$ cat config.mk
export PLATFORM = sky130hd
export DESIGN_NAME = spi_char_master
export DESIGN_NICKNAME = d
export VERILOG_FILES = /design/src/rtl/spi_cm_pkg.sv /design/src/rtl/spi_cm_timer.sv /design/src/rtl/spi_cm_shifter.sv /design/src/rtl/spi_char_master.sv
export SDC_FILE = /design/constraint.sdc
export NUM_CORES = 1
export LEC_CHECK = 0
export BUFFER_PORTS_ARGS = -buffer_cell sky130_fd_sc_hd__buf_4
export CAP_MARGIN = 20
export CELL_PAD_IN_SITES_DETAIL_PLACEMENT = 0
export CELL_PAD_IN_SITES_GLOBAL_PLACEMENT = 1
export CORE_UTILIZATION = 30
export DETAILED_ROUTE_END_ITERATION = 10
export HOLD_SLACK_MARGIN = 0.06
export PLACE_DENSITY = 0.67
export SKIP_LAST_GASP = 1
export SLEW_MARGIN = 15
export SYNTH_ARGS = -nofsm -noshare
export SYNTH_HDL_FRONTEND = slang
export SYNTH_SLANG_ARGS = --single-unit
$ cat constraint.sdc
create_clock -name clk -period 2.81 [get_ports clk]
set_input_delay 0.1405 -clock clk [delete_from_list [all_inputs] [get_ports clk]]
set_output_delay 0.1405 -clock clk [all_outputs]
set_load 0.02 [all_outputs]
$ cat src/rtl/spi_cm_pkg.sv
package spi_cm_pkg;
  localparam int CHAR_MAX = 16;
  localparam int LEN_W    = $clog2(CHAR_MAX);
  localparam int HALF_W   = $clog2(2 * CHAR_MAX);

  typedef struct packed {
    logic             run;
    logic             cpol;
    logic             rsv;
    logic             lpbk;
    logic [LEN_W-1:0] len_m1;
  } cfg_t;
endpackage

$ cat src/rtl/spi_cm_timer.sv
module spi_cm_timer #(
  parameter int DIV_HALF = 2
) (
  input  logic clk,
  input  logic rst_n,
  input  logic run_en,
  input  logic busy,
  output logic tick,
  output logic waking
);
  localparam int WAKE = 2 * DIV_HALF;
  localparam int WK_W = $clog2(WAKE + 1);

  logic [WK_W-1:0] wk_q;

  generate
    if (DIV_HALF == 1) begin : g_nodiv
      assign tick = busy;
    end else begin : g_div
      localparam int CNT_W = $clog2(DIV_HALF);
      logic [CNT_W-1:0] cnt_q;
      assign tick = busy && (cnt_q == CNT_W'(DIV_HALF - 1));
      always_ff @(posedge clk or negedge rst_n) begin
        if (!rst_n)              cnt_q <= '0;
        else if (!busy || tick)  cnt_q <= '0;
        else                     cnt_q <= cnt_q + 1'b1;
      end
    end
  endgenerate

  always_ff @(posedge clk or negedge rst_n) begin
    if (!rst_n)           wk_q <= WK_W'(WAKE);
    else if (!run_en)     wk_q <= WK_W'(WAKE);
    else if (wk_q != '0)  wk_q <= wk_q - 1'b1;
  end

  assign waking = (wk_q != '0);
endmodule

$ cat src/rtl/spi_cm_shifter.sv
module spi_cm_shifter
  import spi_cm_pkg::*;
(
  input  logic                clk,
  input  logic                rst_n,
  input  logic                load,
  input  logic [CHAR_MAX-1:0] load_word,
  input  logic [LEN_W-1:0]    load_len,
  input  logic                sample,
  input  logic                shift,
  input  logic                lpbk,
  input  logic                miso,
  output logic                out_bit,
  output logic [CHAR_MAX-1:0] rx_word,
  output logic [LEN_W-1:0]    len_q
);
  logic [CHAR_MAX-1:0] tx_sh;
  logic [CHAR_MAX-1:0] rx_sh;
  logic                din;

  assign out_bit = tx_sh[len_q];
  assign din     = lpbk ? out_bit : miso;
  assign rx_word = rx_sh;

  always_ff @(posedge clk or negedge rst_n) begin
    if (!rst_n) begin
      tx_sh <= '0;
      rx_sh <= '0;
      len_q <= '0;
    end else if (load) begin
      tx_sh <= load_word;
      rx_sh <= '0;
      len_q <= load_len;
    end else begin
      if (shift)  tx_sh <= tx_sh << 1;
      if (sample) rx_sh <= {rx_sh[CHAR_MAX-2:0], din};
    end
  end
endmodule

$ cat src/rtl/spi_char_master.sv
module spi_char_master
  import spi_cm_pkg::*;
#(
  parameter int DIV_HALF = 2
) (
  input  logic                clk,
  input  logic                rst_n,
  input  logic                cfg_wr,
  input  logic [7:0]          cfg_wdata,
  output logic [7:0]          cfg_rdata,
  input  logic                phase,
  input  logic                tx_valid,
  output logic                tx_ready,
  input  logic [CHAR_MAX-1:0] tx_data,
  input  logic                rx_rd,
  output logic [CHAR_MAX-1:0] rx_data,
  output logic                flag_ovr,
  output logic                flag_done,
  output logic                flag_txfull,
  output logic                sclk,
  output logic                cs_n,
  output logic                mosi,
  input  logic                miso
);
  cfg_t                cfg;
  logic                busy, full, done_q, ovr_q;
  logic [HALF_W-1:0]   half;
  logic [CHAR_MAX-1:0] hold;
  logic                tick, waking, take, fin, load, last_half, out_bit;
  logic [CHAR_MAX-1:0] rx_word;
  logic [LEN_W-1:0]    len_q;

  always_ff @(posedge clk or negedge rst_n) begin
    if (!rst_n)      cfg <= '0;
    else if (cfg_wr) cfg <= cfg_t'({cfg_wdata[7:6], 1'b0, cfg_wdata[4:0]});
  end
  assign cfg_rdata = cfg;

  spi_cm_timer #(.DIV_HALF(DIV_HALF)) u_timer (
    .clk(clk), .rst_n(rst_n), .run_en(cfg.run), .busy(busy),
    .tick(tick), .waking(waking)
  );

  assign tx_ready  = !cfg.run || (!waking && !full);
  assign take      = tx_valid && tx_ready && cfg.run;
  assign last_half = (half == HALF_W'({len_q, 1'b1}));
  assign fin       = tick && half[0] && last_half;
  assign load      = cfg.run && ((!busy && take) || (fin && (full || take)));

  spi_cm_shifter u_shift (
    .clk(clk), .rst_n(rst_n), .load(load),
    .load_word(full ? hold : tx_data), .load_len(cfg.len_m1),
    .sample(tick && !half[0]), .shift(tick && half[0] && !last_half),
    .lpbk(cfg.lpbk), .miso(miso),
    .out_bit(out_bit), .rx_word(rx_word), .len_q(len_q)
  );

  always_ff @(posedge clk or negedge rst_n) begin
    if (!rst_n) begin
      busy <= 1'b0; half <= '0; full <= 1'b0; hold <= '0;
      done_q <= 1'b0; ovr_q <= 1'b0; rx_data <= '0;
    end else if (!cfg.run) begin
      busy <= 1'b0; half <= '0; full <= 1'b0;
      done_q <= 1'b0; ovr_q <= 1'b0;
    end else begin
      if (load)      busy <= 1'b1;
      else if (fin)  busy <= 1'b0;
      if (load)      half <= '0;
      else if (tick) half <= half + 1'b1;
      if (fin)                full <= 1'b0;
      else if (take && busy)  full <= 1'b1;
      if (take)      hold <= tx_data;
      if (fin) begin
        rx_data <= rx_word;
        done_q  <= 1'b1;
        if (done_q) ovr_q <= 1'b1;
      end else if (rx_rd) begin
        done_q  <= 1'b0;
      end
    end
  end

  assign flag_done   = done_q && cfg.run;
  assign flag_ovr    = ovr_q && cfg.run;
  assign flag_txfull = full && cfg.run;
  assign cs_n        = !(busy && cfg.run);
  assign mosi        = busy && cfg.run && out_bit;
  assign sclk        = (!cfg.run || waking) ? 1'b0 :
                       busy ? (cfg.cpol ^ (phase ? half[0] : ~half[0])) : cfg.cpol;
endmodule

==> run summary <==
Status -> completed
CP most frequent cell -> o221ai_1
Worst r2r src -> u_timer.wk_q[0]
DR WL met3 -> 291 um
Detail Placement HPWL -> 5630 um
Worst setup EP type -> register
Max Fclk -> 0.429 GHz
Critical path startpoint category -> register
Via count of the routed design -> 2621
Most frequent cells in the layout -> 87 x dfrtp_1, 66 x buf_4, 40 x mux2_2
Worst-Margin Slew -> 0.946 ns
Setup CP Type -> register to register
Core box area -> 0.0128 mm2
Initial Util -> 31.2%
Post-synthesis sequential area ratio -> 55.1%
Mapped Cells -> 308
Largest net degree at the start of global routing -> 58
Metal1 wirelength -> 3740 um
Slew Limit Fails -> 0
Worst R2R Path Depth -> 7
Clk network pwr share -> 29.9%
Number of I/O pins -> 62
Drt total wl -> 8100 um
Worst VDD drop -> 0.000540 V
DIE AREA -> 0.0138 mm2
Post-Layout Cell Count -> 565
Residual DRC -> 0
Antenna violations before repair -> 0
Post-synth net total -> 342
WHS Path Cells -> 2
Warnings, synthesis -> 0
Post-Synthesis Mean Instance Area -> 13.0 um2
Fin crit period -> 2.33 ns
Max-cap viol count -> 0
Number of global-route vias before repair -> 2783
Switching Fraction -> 30.1%
Slew Limit Headroom -> 36.7%
Pwr dens -> 769 mW/mm2
Gr usage total -> 13.0%
Max Used Layer -> met4
CTS tree -> yes
Drt wl/cell -> 14.3 um
Clk sinks -> 88
Drt pass-1 iters -> 4
Post-synth EDFFs -> 0
Hold/Removal Path Class -> input pin to register
Vias per std cell -> 4.64
Grt ovf -> 0
Seq cells post-synth -> 88
Layout cell share with drive strength beyond 1 -> 34.1%
Tcrit/Tclk final -> 82.9%
DR WL met2 -> 3960 um
Initial DRC count -> 83
Sequential power share -> 46.5%
Hold Crit Endpoint -> cfg_rdata[3]
CTS H-tree depth -> 3
First-pass GRT wire length -> 13900 um
Worst path cell trace -> inv_1 > ha_1 > and3b_1 > o221ai_1 > or2_1 > buf_4 > o221ai_1
GPL Wtd Cong -> 0.759
HP Start -> cfg_wr
Worst R2R End -> u_shift.tx_sh[5]
Cell Int Power -> 0.00275 W
# rows -> 41
Finish-stage setup viols -> 0
Synth Flop Type -> dfrtp_1
CP required -> 3.02 ns
Hold Violations, Final -> 0
Skew-Pair Late Insertion Delay -> 0.35 ns
Comb power frac -> 23.6%
Clock Path Buffers -> 2
Crit-path max FO -> 15
Die X -> 117 um
Cell count after placement -> 524
Clk slew on worst S/H paths -> 0.07 ns
Slowest CP cell -> or2_1
Largest stage delay on the critical path -> 0.52 ns
RSZ-0062 raised after global routing -> no
Post-synth ARST share -> 100%
Diode count -> 0
Critical Path AT -> 2.54 ns
Port bufs -> 59
CTS Buf Count -> 9
Commonest non-fill, non-tap cell in the layout -> dfrtp_1
Root buf cell -> clkbuf_16
Die H -> 117 um
Area of the mapped netlist -> 0.00400 mm2
Sw power -> 0.00119 W
Fin nets -> 422
Leak -> 2.41 nW
DP Area -> 0.00458 mm2
Area Overhead vs Synth -> 28.1%
CTS resizes -> 0
Netlist cell types -> 42
Routed Antenna Nets -> 0
Reg-to-reg setup timing slack -> 0.48 ns
Post-route setup TNS -> 0 ns
Worst Skew -> 0.00848 ns
Post-route design area -> 0.00512 mm2
timing repair:
item                                   in CTS  in global routing
endpoints found under the hold margin      78                  0
hold buffers                               25                  0
buffers inserted                            0                  0
metrics by stage:
step / util (%) / hold WS (ns) / worst slack [ns] / total power, W
6_report: 39.9 / 0.126 / 0.482 / 0.00393
3_5_place_dp: 35.7 / 0.256 / 0.535 / 0.00277
2_1_floorplan: - / -0.155 / 0.891 / 0.00251
5_1_grt: 39.9 / 0.118 / 0.274 / 0.00418
3_3_place_gp: 35.7 / 0.255 / 0.560 / 0.00273
4_1_cts: 39.9 / 0.111 / 0.484 / 0.00401
synth_stat cells, types with 2 or more instances:
library cell | instances | share of area, %
dfrtp_1 | 87 | 54
mux2_2 | 40 | 11
nand2_1 | 22 | 2.1
mux2i_1 | 20 | 5.0
inv_1 | 18 | 1.7
a22o_1 | 15 | 3.3
o221ai_1 | 15 | 3.3
clkbuf_1 | 8 | 0.75
xnor2_1 | 7 | 1.5
and3_1 | 6 | 0.94
buf_2 | 6 | 0.75
and2_1 | 5 | 0.78
buf_4 | 5 | 0.94
mux2_4 | 4 | 1.5
mux4_2 | 4 | 2.3
nor2_1 | 4 | 0.38
xor2_1 | 4 | 0.88
and3b_1 | 3 | 0.66
buf_6 | 3 | 0.85
ha_1 | 3 | 0.94
nor2b_1 | 3 | 0.47
o21ai_0 | 3 | 0.38
nand3_1 | 2 | 0.25
o21ai_1 | 2 | 0.25
o41a_1 | 2 | 0.56
power groups by stage:
stage                     Clock, W  Combinational, W  Sequential (W)
after global placement           0          0.000884         0.00185
after detailed placement         0          0.000912         0.00186
after floorplan                  0          0.000753         0.00175
after global routing       0.00128           0.00102         0.00188
after CTS                  0.00123          0.000942         0.00184
final                      0.00118          0.000929         0.00183
cell families after synthesis:
family / after synthesis / share of synthesized area, %
muxes: 68 / 20.0
adders and majority gates: 3 / 0.939
DFF: 88 / 55.1
buffers and inverters: 40 / 4.98
other: 1 / 0.0938
and+or+nand+nor: 52 / 6.83
xor gates and xnor gates: 11 / 2.41
AOI/OAI and AO/OA: 45 / 9.58
final cells by class:
cell class	count	area [um2]
clock inverter	7	67.6
multi-input combinational	180	1590
fill	1269	7710
tap	172	215
inverter	18	67.6
clock buffer	9	225
timing repair buffer	91	746
sequential	88	2200
sequential cells by signal, summed over array words and instances (netlist names):
name / flops
rx_data: 16
full: 1
cfg_rdata: 7
u_shift.len_q: 4
busy: 1
hold: 16
u_timer.wk_q: 3
u_shift.tx_sh: 16
ovr_q: 1
u_shift.rx_word: 16
u_timer.g_div.cnt_q: 1
done_q: 1
half: 5
critical path, delay by kind of cell, from the launching register on:
family,cells,cell delay (ns)
adder cells (fa/ha/maj),1,0.23
flip-flops,1,0.37
buffers and inverters,2,0.39
AO/OA/AOI/OAI,2,0.46
AND/OR/NAND/NOR,2,0.74
metal layers:
| metal | up-vias | GRT usage (%) |
|---|---|---|
| li1 | 1274 | - |
| met3 | 7 | 4.38 |
| met2 | 45 | 21.0 |
| met4 | 0 | 4.87 |
| met1 | 1295 | 16.0 |
| met5 | - | 0 |
how the worst max path moves through the flow:
| stage | start | endpoint | depth (start not counted) |
|---|---|---|---|
| after floorplan | u_timer.wk_q[0] | hold[10] | 7 |
| after global placement | u_timer.wk_q[0] | u_shift.tx_sh[8] | 7 |
| after detailed placement | u_timer.wk_q[0] | u_shift.tx_sh[1] | 7 |
| after CTS | u_timer.wk_q[0] | u_shift.tx_sh[5] | 7 |
| after global routing | u_timer.wk_q[0] | u_shift.tx_sh[4] | 7 |
| final | u_timer.wk_q[0] | u_shift.tx_sh[5] | 7 |
Note: power is estimated with default switching activity, not from simulation.
